--- src/rtl/seg_pkg.sv ---
package seg_pkg;
  typedef enum logic [1:0] {
    FLT_NONE  = 2'b00,
    FLT_FETCH = 2'b01,
    FLT_DATA  = 2'b10
  } fault_e;

  // segment index: 0 = program, 1 = data
  localparam int SEG_PROG = 0;
  localparam int SEG_DATA = 1;
  // register slot inside a segment
  localparam int SLOT_BASE  = 0;
  localparam int SLOT_BOUND = 1;
endpackage

--- src/rtl/seg_regfile.sv ---
module seg_regfile #(
  parameter int AW   = 32,
  parameter int NSEG = 2
) (
  input  logic          clk,
  input  logic          rst,
  input  logic          sup,
  input  logic          we,
  input  logic [AW-1:0] addr,
  input  logic [AW-1:0] wdata,
  output logic [AW-1:0] rdata,
  output logic [AW-1:0] base_o  [NSEG],
  output logic [AW-1:0] bound_o [NSEG]
);
  localparam int NREG = 2 * NSEG;
  localparam int SELW = $clog2(NREG);

  logic [AW-1:0]   regs [NREG];
  logic [SELW-1:0] idx;
  logic            hit;

  assign idx = addr[SELW+1:2];
  assign hit = (addr[1:0] == 2'b00) && (addr[AW-1:SELW+2] == '0);

  for (genvar r = 0; r < NREG; r++) begin : g_reg
    always_ff @(posedge clk) begin
      if (rst)
        regs[r] <= '0;
      else if (sup && we && hit && idx == SELW'(r))
        regs[r] <= wdata;
    end
  end

  for (genvar s = 0; s < NSEG; s++) begin : g_seg
    assign base_o[s]  = regs[2*s + seg_pkg::SLOT_BASE];
    assign bound_o[s] = regs[2*s + seg_pkg::SLOT_BOUND];
  end

  assign rdata = (sup && hit) ? regs[idx] : '0;
endmodule

--- src/rtl/seg_check.sv ---
module seg_check #(
  parameter int AW = 32
) (
  input  logic [AW-1:0] laddr,
  input  logic [AW-1:0] base,
  input  logic [AW-1:0] bound,
  output logic          ok,
  output logic [AW-1:0] paddr
);
  // bound is the segment length: last legal offset is bound-1
  assign ok    = laddr < bound;
  assign paddr = laddr + base;
endmodule

--- src/rtl/seg_xlate.sv ---
module seg_xlate #(
  parameter int AW = 32
) (
  input  logic          clk,
  input  logic          rst,
  input  logic          sup_mode,
  input  logic          cfg_we,
  input  logic [AW-1:0] cfg_addr,
  input  logic [AW-1:0] cfg_wdata,
  output logic [AW-1:0] cfg_rdata,
  input  logic          req_valid,
  input  logic          req_data,
  input  logic [AW-1:0] req_laddr,
  output logic          mem_valid,
  output logic [AW-1:0] mem_paddr,
  output logic          fault_valid,
  output logic [1:0]    fault_code
);
  import seg_pkg::*;

  localparam int NSEG = 2;

  logic [AW-1:0] seg_base  [NSEG];
  logic [AW-1:0] seg_bound [NSEG];
  logic [AW-1:0] seg_paddr [NSEG];
  logic          seg_ok    [NSEG];
  fault_e        code;

  seg_regfile #(.AW(AW), .NSEG(NSEG)) u_regs (
    .clk     (clk),
    .rst     (rst),
    .sup     (sup_mode),
    .we      (cfg_we),
    .addr    (cfg_addr),
    .wdata   (cfg_wdata),
    .rdata   (cfg_rdata),
    .base_o  (seg_base),
    .bound_o (seg_bound)
  );

  for (genvar s = 0; s < NSEG; s++) begin : g_chk
    seg_check #(.AW(AW)) u_chk (
      .laddr (req_laddr),
      .base  (seg_base[s]),
      .bound (seg_bound[s]),
      .ok    (seg_ok[s]),
      .paddr (seg_paddr[s])
    );
  end

  always_comb begin
    mem_valid   = 1'b0;
    mem_paddr   = '0;
    fault_valid = 1'b0;
    code        = FLT_NONE;
    if (req_valid) begin
      if (sup_mode) begin
        mem_valid = 1'b1;
        mem_paddr = req_laddr;
      end else if (seg_ok[req_data]) begin
        mem_valid = 1'b1;
        mem_paddr = seg_paddr[req_data];
      end else begin
        fault_valid = 1'b1;
        code        = req_data ? FLT_DATA : FLT_FETCH;
      end
    end
  end

  assign fault_code = code;
endmodule

--- config.mk ---
export PLATFORM = sky130hd
export DESIGN_NAME = seg_xlate
export DESIGN_NICKNAME = d
export VERILOG_FILES = /design/src/rtl/seg_pkg.sv /design/src/rtl/seg_regfile.sv /design/src/rtl/seg_check.sv /design/src/rtl/seg_xlate.sv
export SDC_FILE = /design/constraint.sdc
export NUM_CORES = 1
export LEC_CHECK = 0
export ABC_CLOCK_PERIOD_IN_PS = 5600
export BUFFER_PORTS_ARGS = -buffer_cell sky130_fd_sc_hd__buf_2
export CAP_MARGIN = 30
export CORE_AREA = 4 4 147 149
export DETAILED_ROUTE_END_ITERATION = 16
export DIE_AREA = 0 0 151 153
export PLACE_DENSITY = 0.74
export SYNTH_ARGS = -nofsm -noshare
export SYNTH_HDL_FRONTEND = slang
export SYNTH_SLANG_ARGS = --single-unit
export TNS_END_PERCENT = 50
--- constraint.sdc ---
create_clock -name clk -period 5.6 [get_ports clk]
set_input_delay 1.12 -clock clk [delete_from_list [all_inputs] [get_ports clk]]
set_output_delay 1.12 -clock clk [all_outputs]
set_load 0.01 [all_outputs]
==> flow_metrics.env <==
export IMPL_die_width_um=151
export IMPL_max_slew_margin_rel_pct=51.1
export IMPL_drc=0
export IMPL_htreeDepth=4
export IMPL_nNetsFinal=1340
export IMPL_leakage_uw=0.00524
export IMPL_final_cells=1427
export IMPL_fin_util_pct=59.4
export IMPL_ys_types=72
export IMPL_route_detailed_wl_per_inst_um=20.3
export IMPL_crit_family="compound AO/OA/AOI/OAI gates"
export IMPL_layout_drive_gt1_share_pct=28.2
export IMPL_hold_buffers=0
export IMPL_worstMarginPinSlew_ns=0.728
export IMPL_dp_hpwl_um=22300
export IMPL_place_area_mm2=0.0114
export IMPL_whs_path_depth=2
export IMPL_placedCellCount=1395
export IMPL_cp_arrival_ns=4.24
export IMPL_swShare_pct=28.9
export IMPL_crit_path_end_kind="output port"
export IMPL_cts_tree="yes"
export IMPL_reg_largest_list="u_regs.regs x128"
export IMPL_p_sw_uw=834
export IMPL_synth_area_leaders="edfxtp_1 38%, ha_1 12%, and2_1 8.3%"
export IMPL_fin_crit_sh_pct=95.7
export IMPL_post_synth_top_count_cell="and2_1"
export IMPL_io_buffers=169
export IMPL_drt_initial_drc_count=607
export IMPL_required_ns=4.48
export IMPL_gp_congestion=0.961
export IMPL_clkPwrFrac_pct=36.9
export IMPL_die_height_um=153
export IMPL_cts_buffers=17
export IMPL_rsz0062_at_grt="no"
export IMPL_hp_class="in -> reg"
export IMPL_antenna_left=0
export IMPL_synth_common_cells="132 x and2_1, 128 x edfxtp_1, 93 x ha_1, 72 x inv_1, 62 x a21oi_1"
export IMPL_cp_slowest_stage_delay_ns=0.43
export IMPL_vias=8261
export IMPL_period_minus_slack_ns=5.36
export IMPL_first_pass_iters=5
export IMPL_multi_input_area_mm2=0.00576
export IMPL_drv_cap=0
export IMPL_via_per_inst=5.79
export IMPL_synth_edf_count=128
export IMPL_hold_violations=0
export IMPL_grt_max_degree=35
export IMPL_p_int_uw=2060
export IMPL_fillers=1679
export IMPL_gr_total_overflow=0
export IMPL_globalRouteTotalUtil_pct=25.2
export IMPL_synth_top_cell_area_share_pct=38.5
export IMPL_grt_pass1_vias=8496
export IMPL_comb_power_share_pct=24.1
export IMPL_die_area_mm2=0.0231
export IMPL_wl_um=29000
export IMPL_diodes=0
export IMPL_status="complete, no violations"
export IMPL_fmax_mhz=187
export IMPL_clk_pin_slew_ns=0.06
export IMPL_drv_slew=0
export IMPL_syn_inst=959
export IMPL_finalSetupViolCount=0
export IMPL_core_area_mm2=0.0202
export IMPL_row_count=52
export IMPL_largest_register="u_regs.regs"
export IMPL_synthFlopType="edfxtp_1"
export IMPL_path_depth=12
export IMPL_ctsRootBufferMaster="clkbuf_16"
export IMPL_largest_register_ffs=128
export IMPL_syn2layout_area_growth_pct=19.9
export IMPL_vdd_drop_max_v=0.000176
export IMPL_path_buf_inv=2
export IMPL_design_area_mm2=0.0120
export IMPL_async_reset_ff_share_pct=0
export IMPL_synth_top_area_cell="edfxtp_1"
export IMPL_cts_sinks=128
export IMPL_pwr_share_seq_pct=39.1
export IMPL_grt_pass1_wl_um=45000
export IMPL_critPathSlowestCell="o211ai_2"
export IMPL_start_kind="input port"
export IMPL_ys_seq_area_share_pct=38.5
export IMPL_fin_tns_setup_ns=0
export IMPL_timing_worst_setup_path_type="in -> out"
export IMPL_yosys_warnings=0
export IMPL_p_per_area_mw_per_mm2=241
export IMPL_worstPathCellList="buf_4 -> mux2_2 -> ha_1 -> o21a_1 -> o2111ai_1 -> o211ai_2 -> a211oi_2 -> or2_1 -> a311oi_1 -> a31oi_1 -> a31oi_1 -> buf_2"
export IMPL_synthesis_nets=1155
export IMPL_start_util_pct=49.6
export IMPL_ctsLongestPathBuffers=2
export IMPL_synth_seq_cells=128
export IMPL_seq_area_mm2=0.00384
export IMPL_path_max_fanout=20
export IMPL_syn_area_mm2=0.0100
export IMPL_avgSynthCellArea_um2=10.4
export IMPL_critPathMostFrequentCell="a31oi_1"
export IMPL_antenna_found_initial=3
export IMPL_pin_count=170
==> metal layers <==
| layer | vias up | global-route usage, % | share of wire, % | routed length, um |
|---|---|---|---|---|
| met3 | 63 | 5.48 | 9.2 | 2680 |
| li1 | 3884 | - | - | - |
| met1 | 3919 | 32.4 | 40 | 11500 |
| met5 | - | 0 | 0.12 | 35 |
| met4 | 6 | 7.86 | 2.9 | 834 |
| met2 | 389 | 42.3 | 48 | 13900 |
==> stage by stage <==
stage,hold slack [ns],setup slack (ns),power [uW]
2_1_floorplan,1.32,0.280,1580
4_1_cts,1.01,0.0463,2890
5_1_grt,1.01,0.0102,3020
6_report,1.01,0.243,2890
3_5_place_dp,1.43,0.0611,1830
3_3_place_gp,1.43,0.173,1810
==> cell type report <==
cell class | instances | area share [%]
multi-input combinational | 719 | 48.1
sequential | 128 | 32.1
timing repair buffer | 204 | 10.0
clock buffer | 17 | 3.55
tap | 270 | 2.82
inverter | 74 | 2.32
clock inverter | 15 | 1.20
==> power groups by stage <==
| stage | clock network, uW | logic [uW] | registers, uW |
|---|---|---|---|
| after floorplan | 0 | 444 | 1140 |
| after global placement | 0 | 667 | 1140 |
| after detailed placement | 0 | 682 | 1150 |
| after CTS | 1070 | 690 | 1130 |
| after global routing | 1120 | 761 | 1130 |
| final | 1070 | 695 | 1130 |
==> path summary, 6_finish.rpt <==
| path | start | end |
|---|---|---|
| hold / removal | cfg_wdata[24] | u_regs.regs[1][24] |
| setup / recovery | req_data | mem_paddr[31] |
==> cells by family after synthesis <==
group / synth area share, %
AND/OR/NAND/NOR: 19.8
flip-flops: 38.5
adder cells (fa/ha/maj): 11.8
multiplexers: 11.1
buffers and inverters: 4.41
AO/OA/AOI/OAI: 12.5
XOR/XNOR: 1.84
==> placed cells by master, fill, tap and decap left out, drive strengths merged, types with 4 or more instances in the layout <==
| cell type | n |
|---|---|
| buf | 204 |
| and2 | 132 |
| edfxtp | 128 |
| ha | 93 |
| inv | 76 |
| a21oi | 65 |
| nand2 | 56 |
| nor2 | 48 |
| nor2b | 39 |
| o21ai | 38 |
| mux4 | 32 |
| mux2 | 32 |
| nor3 | 19 |
| clkbuf | 17 |
| a21o | 16 |
| nand3 | 16 |
| o21a | 11 |
| xor2 | 11 |
| xnor2 | 10 |
| nor4 | 10 |
| clkinv | 10 |
| nand4 | 8 |
| o21bai | 7 |
| a211oi | 7 |
| o211ai | 7 |
| a31oi | 6 |
| o31ai | 6 |
| o2111ai | 4 |
| nand2b | 4 |
==> repair_timing <==
action	in CTS	in global routing
setup endpoints to repair	0	7
buffers inserted	0	0
gates resized for setup	0	2
No activity file was read; power rests on OpenSTA's default activity.
